==> src/rtl/xcvr_pkg.sv <==
`timescale 1ns/1ps
package xcvr_pkg;
  typedef enum logic {
    SRC_LIVE   = 1'b0,
    SRC_STORED = 1'b1
  } src_sel_e;
endpackage

==> src/rtl/xcvr_capture.sv <==
`timescale 1ns/1ps
// Snapshot register: loads din at the edge where the strobe goes high.
module xcvr_capture #(
  parameter int W = 8
) (
  input  logic         clk,
  input  logic         rst,
  input  logic         strobe,
  input  logic [W-1:0] din,
  output logic [W-1:0] q
);
  logic strobe_q;
  logic fire;

  // The strobe history is not reset, so a strobe held high through reset
  // does not look like a new edge afterwards.
  always_ff @(posedge clk) begin
    strobe_q <= strobe;
  end

  assign fire = strobe & ~strobe_q;

  always_ff @(posedge clk) begin
    if (rst) begin
      q <= '0;
    end else if (fire) begin
      q <= din;
    end
  end
endmodule

==> src/rtl/xcvr_drive.sv <==
`timescale 1ns/1ps
// Source choice and drive enable for one direction.
module xcvr_drive #(
  parameter int W          = 8,
  parameter bit ENABLE_LOW = 1'b0
) (
  input  logic         sel,
  input  logic [W-1:0] live,
  input  logic [W-1:0] stored,
  input  logic         en,
  output logic [W-1:0] dout,
  output logic [W-1:0] oe
);
  import xcvr_pkg::*;

  src_sel_e src;
  logic     active;

  assign src = src_sel_e'(sel);

  always_comb begin
    case (src)
      SRC_STORED: dout = stored;
      default:    dout = live;
    endcase
  end

  generate
    if (ENABLE_LOW) begin : g_low
      assign active = ~en;
    end else begin : g_high
      assign active = en;
    end
  endgenerate

  assign oe = {W{active}};
endmodule

==> src/rtl/xcvr_top.sv <==
`timescale 1ns/1ps
module xcvr_top #(
  parameter int W = 8
) (
  input  logic         clk,
  input  logic         rst,
  input  logic [W-1:0] a_in,
  output logic [W-1:0] a_out,
  output logic [W-1:0] a_oe,
  input  logic [W-1:0] b_in,
  output logic [W-1:0] b_out,
  output logic [W-1:0] b_oe,
  input  logic         cap_ab,
  input  logic         cap_ba,
  input  logic         sel_ab,
  input  logic         sel_ba,
  input  logic         en_b,
  input  logic         en_a_n
);
  logic [W-1:0] st_ab;
  logic [W-1:0] st_ba;

  xcvr_capture #(.W(W)) cap_ab_i (
    .clk(clk), .rst(rst), .strobe(cap_ab), .din(a_in), .q(st_ab)
  );

  xcvr_capture #(.W(W)) cap_ba_i (
    .clk(clk), .rst(rst), .strobe(cap_ba), .din(b_in), .q(st_ba)
  );

  xcvr_drive #(.W(W), .ENABLE_LOW(1'b0)) drv_b_i (
    .sel(sel_ab), .live(a_in), .stored(st_ab), .en(en_b),
    .dout(b_out), .oe(b_oe)
  );

  xcvr_drive #(.W(W), .ENABLE_LOW(1'b1)) drv_a_i (
    .sel(sel_ba), .live(b_in), .stored(st_ba), .en(en_a_n),
    .dout(a_out), .oe(a_oe)
  );
endmodule

==> config.mk <==
export PLATFORM = sky130hd
export DESIGN_NAME = xcvr_top
export DESIGN_NICKNAME = d
export VERILOG_FILES = /design/src/rtl/xcvr_pkg.sv /design/src/rtl/xcvr_capture.sv /design/src/rtl/xcvr_drive.sv /design/src/rtl/xcvr_top.sv
export SDC_FILE = /design/constraint.sdc
export NUM_CORES = 1
export LEC_CHECK = 0
export ABC_AREA = 1
export BUFFER_PORTS_ARGS = -buffer_cell sky130_fd_sc_hd__buf_2
export CORE_MARGIN = 5
export CORE_UTILIZATION = 43
export CTS_CLUSTER_SIZE = 14
export DETAILED_ROUTE_END_ITERATION = 10
export PLACE_DENSITY = 0.81
export SLEW_MARGIN = 15
export SYNTH_ARGS = -nofsm -noshare
export SYNTH_HDL_FRONTEND = slang
export SYNTH_SLANG_ARGS = --single-unit
==> constraint.sdc <==
create_clock -name clk -period 0.9 [get_ports clk]
set_input_delay 0.18 -clock clk [delete_from_list [all_inputs] [get_ports clk]]
set_output_delay 0.18 -clock clk [all_outputs]
set_load 0.005 [all_outputs]
Word-level counts from Yosys, hierarchy flattened
Index checks and enable logic that the tools add are counted.

cells by class
  mux-type cells = 2
  bitwise gates (word level) = 5

operators with widths
  kind               count
  8-bit two-way mux  2
  1-bit NOT          3
  1-bit AND          2

word-level totals
  register bits = 18
  input bits = 24
  output and inout bits = 32

Depth between registers and ports, before layout
  depth in word-level cells = 2
  gate-level depth with buffers = 5
  gate-level depth less buffers = 4

Modules after synthesis
Synthesis repeated with hierarchy kept, for this count alone.

second synthesis, totals
  cells, all modules = 177
  area total of the unflattened synthesis = 1082.3 um^2

by module, submodules not included
  module                 times used  cells each  area an instance (um^2)  sequential area each (um^2)
  xcvr_capture           2           54          374.1                    180.2
  xcvr_drive at drv_a_i  1           35          168.9                    0.0
  xcvr_drive at drv_b_i  1           34          165.2                    0.0

Least setup slack after synthesis
OpenSTA, ideal clock, no wires.

  kind = register to register
  start = reg cap_ab_i.strobe_q
  end = reg cap_ab_i.q[0]
  setup time = 0.113 ns
  arrival time = 0.638 ns
  required time = 0.787 ns
  setup slack = 0.149 ns
  stages on the path, launching flop included = 5
  path buffers = 0
  cell sequence = dfxtp_1 inv_1 nand3_1 nand2_1 nor2_1

on the way
  word-level cells in the longest chain between the ends = 2

RTL lines
  item                      RTL line            text
  start: declaration        xcvr_capture.sv:12  logic strobe_q;
  start signal: assignment  xcvr_capture.sv:18  strobe_q <= strobe;
  1-bit NOT                 xcvr_capture.sv:21  assign fire = strobe & ~strobe_q;
  1-bit AND                 xcvr_capture.sv:21
  end signal: assignment    xcvr_capture.sv:27  q <= din;
  end: declaration          xcvr_capture.sv:10  output logic [W-1:0] q

Every way passes these cells.
A chain may end at the register's enable or synchronous reset.

Final worst setup path
  start = reg cap_ab_i.q[6]
  end = out b_out[6]

on the way
  word-level cells in the longest chain between the ends = 1

RTL lines
  item               RTL line          text
  8-bit two-way mux  xcvr_drive.sv:22  case (src)
  end: declaration   xcvr_top.sv:11    output logic [W-1:0] b_out,

Every way passes these cells.

==> out/summary.txt <==
TIMING
----------------------------------------------------------------------------------------
Number of pins exceeding their max-slew limit in the final report                      0
Final period util                                                                   118%
Smallest hold slack                                                              58.2 ps
Final critical path time including I/O delays and setup                          1060 ps
Worst max-slew margin expressed relative to the limit                              83.5%
Worst-Margin Slew                                                                 248 ps
Final-report hold violation count                                                      0
Final setup fails                                                                     16
FMAX                                                                             945 MHz
Unrepaired setup endpoints after global routing                                      yes
Crit path setup slack, layout                                                    -158 ps
Post-Route Setup TNS                                                            -2280 ps
Worst-case clock skew                                                            3.25 ps

YOSYS
----------------------------------------------------------------------------------------
Portion of the post-synthesis area used by sequential elements                     35.5%
Largest area contributor in the synthesized netlist                              dfxtp_1
Simple-gate area share of the yosys netlist                                        33.7%
Mapped Cells                                                                         159
Number of distinct library cells after synthesis                                      10
Mean cell area of the mapped netlist                                            6.39 um2
Yosys warnings                                                                         0
Combinational family with the most area after synthesis                     simple AND/OR/NAND/NOR gates
Compound-cell area share of the yosys netlist                                      7.88%
Multiplexer share of the synthesized area                                             0%
Number of flip-flops and latches in the synthesized netlist                           18
Top post-synthesis cells by area                                            dfxtp_1, buf_4, nand2_1
Xor and xnor fraction of the mapped netlist area                                      0%
Syn Std Cell Area                                                            0.00102 mm2
Post-synth top area share                                                          35.5%
Adder-Cell Fraction of Synth Area                                                     0%
Syn nets                                                                             183

WORST SETUP PATH
----------------------------------------------------------------------------------------
Total buffers and inverters traversed by the critical path                             1
Maximum net fanout on the critical path                                                2
Worst reg-to-reg path cell count                                                       3
R2R Setup Slk                                                                     120 ps
Type of the worst setup path                                                register to output pin
Critical Path Sink Type                                                       output pin
Worst path arrival time                                                           880 ps
Category of cells accounting for the largest share of critical-path delay     flip-flops
Kind of launch point of the worst setup path                                    register
CP Data Required Time                                                             720 ps
Critical path's slowest cell                                                     dfxtp_2
Cell Chain, Critical Path                                                   nand2_1 > o21ai_1 > buf_2
Slowest Stage Delay on Critical Path                                              340 ps
RR Endpoint                                                                 cap_ab_i.q[7]
Reg-to-Reg Start                                                            cap_ab_i.strobe_q

MIN PATH
----------------------------------------------------------------------------------------
Cells on Worst Hold Path                                                               1
Endpoint with the worst hold slack                                          cap_ba_i.strobe_q
Class of the tightest hold or removal check                                 input port to register
Hold path startpoint                                                              cap_ba

CELLS AND AREA
----------------------------------------------------------------------------------------
Top library cells by usage in the layout, fill and taps aside               buf_2, nand2_1, nor2_1
Area of the multi-input gates                                                    423 um2
Storage cell area                                                                380 um2
Final nets                                                                           216
Layout overhead on the synthesized area                                            21.6%
Core Util, Final                                                                   55.3%
Share of layout cells above drive strength 1                                       39.3%
Diode insertion count for antenna repair                                               0
Fill cells                                                                           245
Most common library cell in the layout ignoring fill and taps                      buf_2

POWER AND IR DROP
----------------------------------------------------------------------------------------
Overall power                                                                    1.74 mW
Leak pwr                                                                        0.677 nW
Power density normalized to cell area                                        1410 mW/mm2
Worst vdd rail ir drop                                                        0.000848 V

DIE
----------------------------------------------------------------------------------------
IO Count                                                                              56
Total die area                                                               0.00343 mm2
# rows                                                                                17
Die boundary width                                                               58.6 um
Floorplan die height                                                             58.6 um
Starting Density                                                                   45.5%
Core ar.                                                                     0.00223 mm2

RUN STATUS
----------------------------------------------------------------------------------------
Violated checks                                                             setup timing
Status                                                                      complete, but fails checks

CTS
----------------------------------------------------------------------------------------
Maximum level of the CTS H-tree                                                        1
Clock transition at path regs                                                     100 ps
Sink Count                                                                            18
Clock tree from TritonCTS                                                            yes
Num CTS Buffers                                                                        3
Worst-Skew Late Latency                                                           290 ps
Cell at the root of the clock tree                                              clkbuf_4
Number of buffers added for setup after CTS                                            0
Clock buffer depth                                                                     2

GLOBAL ROUTE
----------------------------------------------------------------------------------------
Vias in the first global route                                                       933
Total GRT Usage                                                                    13.6%
Antenna violations before repair                                                       0
Grt ovf                                                                                0
Largest net degree at the start of global routing                                     17
First-pass GRT wire length                                                       3.75 mm

DRT
----------------------------------------------------------------------------------------
First DRT Iteration DRCs                                                              19
Number of vias per cell after detailed routing                                      4.37
Number of remaining DRC errors                                                         0
Routed vias                                                                          956
Drt pass-1 iters                                                                       4
Average wire per cell in the routed design                                       9.38 um
Final routed wirelength across all metal layers                                  2.05 mm
Post-detailed-route count of antenna-violating nets                                    0

JOB
----------------------------------------------------------------------------------------
Max-capacitance violation count                                                        0

PLACE
----------------------------------------------------------------------------------------
Quantity of I/O buffers inserted on ports                                             46
HPWL reported at the end of detailed placement                                   1.61 mm
Post-Place Worst Slack                                                           11.7 ps
Gp weighted congestion                                                             0.719

[cell families (layout without fill, tap and decap cells)]
kind of cell    after synthesis  after routing
compound gates               16             16
flops                        18             18
simple gates                 82             82
buf+inv                      43             75
[report_power, final]
part / internal [mW] / switching [mW]
registers: 0.858 / 0.0289
logic: 0.175 / 0.191
clock network: 0.246 / 0.241
[state kept, by name, indices dropped and copies added, names as in the netlist]
register	cells
cap_ab_i.q	8
cap_ba_i.q	8
cap_ab_i.strobe_q	1
cap_ba_i.strobe_q	1
[layout make-up]
class / count / share of cell area (%)
clock buffers: 4 / 2.94
inverters: 22 / 6.69
repair buffers: 49 / 22.5
flip-flops and latches: 18 / 30.8
multi-input cells: 98 / 34.2
well taps: 28 / 2.84
[cells in the mapped netlist]
master   number
nand2_1      32
nor2_1       32
inv_1        20
buf_4        18
dfxtp_1      18
nand3_1      16
o21ai_0      16
buf_2         3
inv_2         2
nor2_4        2
[how the worst max path moves through the flow]
stage                                 start       endpoint  slack, ps  depth (start not counted)
after floorplan           cap_ab_i.strobe_q  cap_ab_i.q[0]        150                          4
after global placement               sel_ab       b_out[5]         20                          3
after detailed placement             sel_ab       b_out[5]         10                          3
after CTS                     cap_ab_i.q[5]       b_out[5]       -180                          3
after global routing          cap_ab_i.q[6]       b_out[6]       -250                          3
final                         cap_ab_i.q[6]       b_out[6]       -160                          3
[metal layers]
| layer | global-route usage [%] | wire (um) | vias to the layer above |
|---|---|---|---|
| met5 | 0 | 0 | - |
| met4 | 6.47 | 9 | 0 |
| met3 | 3.29 | 235 | 2 |
| met2 | 21.5 | 880 | 38 |
| met1 | 17.3 | 928 | 384 |
| li1 | - | - | 532 |
[what timing repair did]
item / in CTS / in global routing
gates cloned: 0 / 0
endpoints found under the setup margin: 16 / 31
resized for setup: 28 / 2
hold buffers: 0 / 0
endpoints found under the hold margin: 0 / 0
[stage by stage]
step / cells / instance area [um2]
6_report: 219 / 1230
3_3_place_gp: 215 / 1180
3_5_place_dp: 215 / 1180
5_1_grt: 219 / 1230
4_1_cts: 219 / 1230
2_1_floorplan: 159 / 1020
No activity file was read; power rests on OpenSTA's default activity.
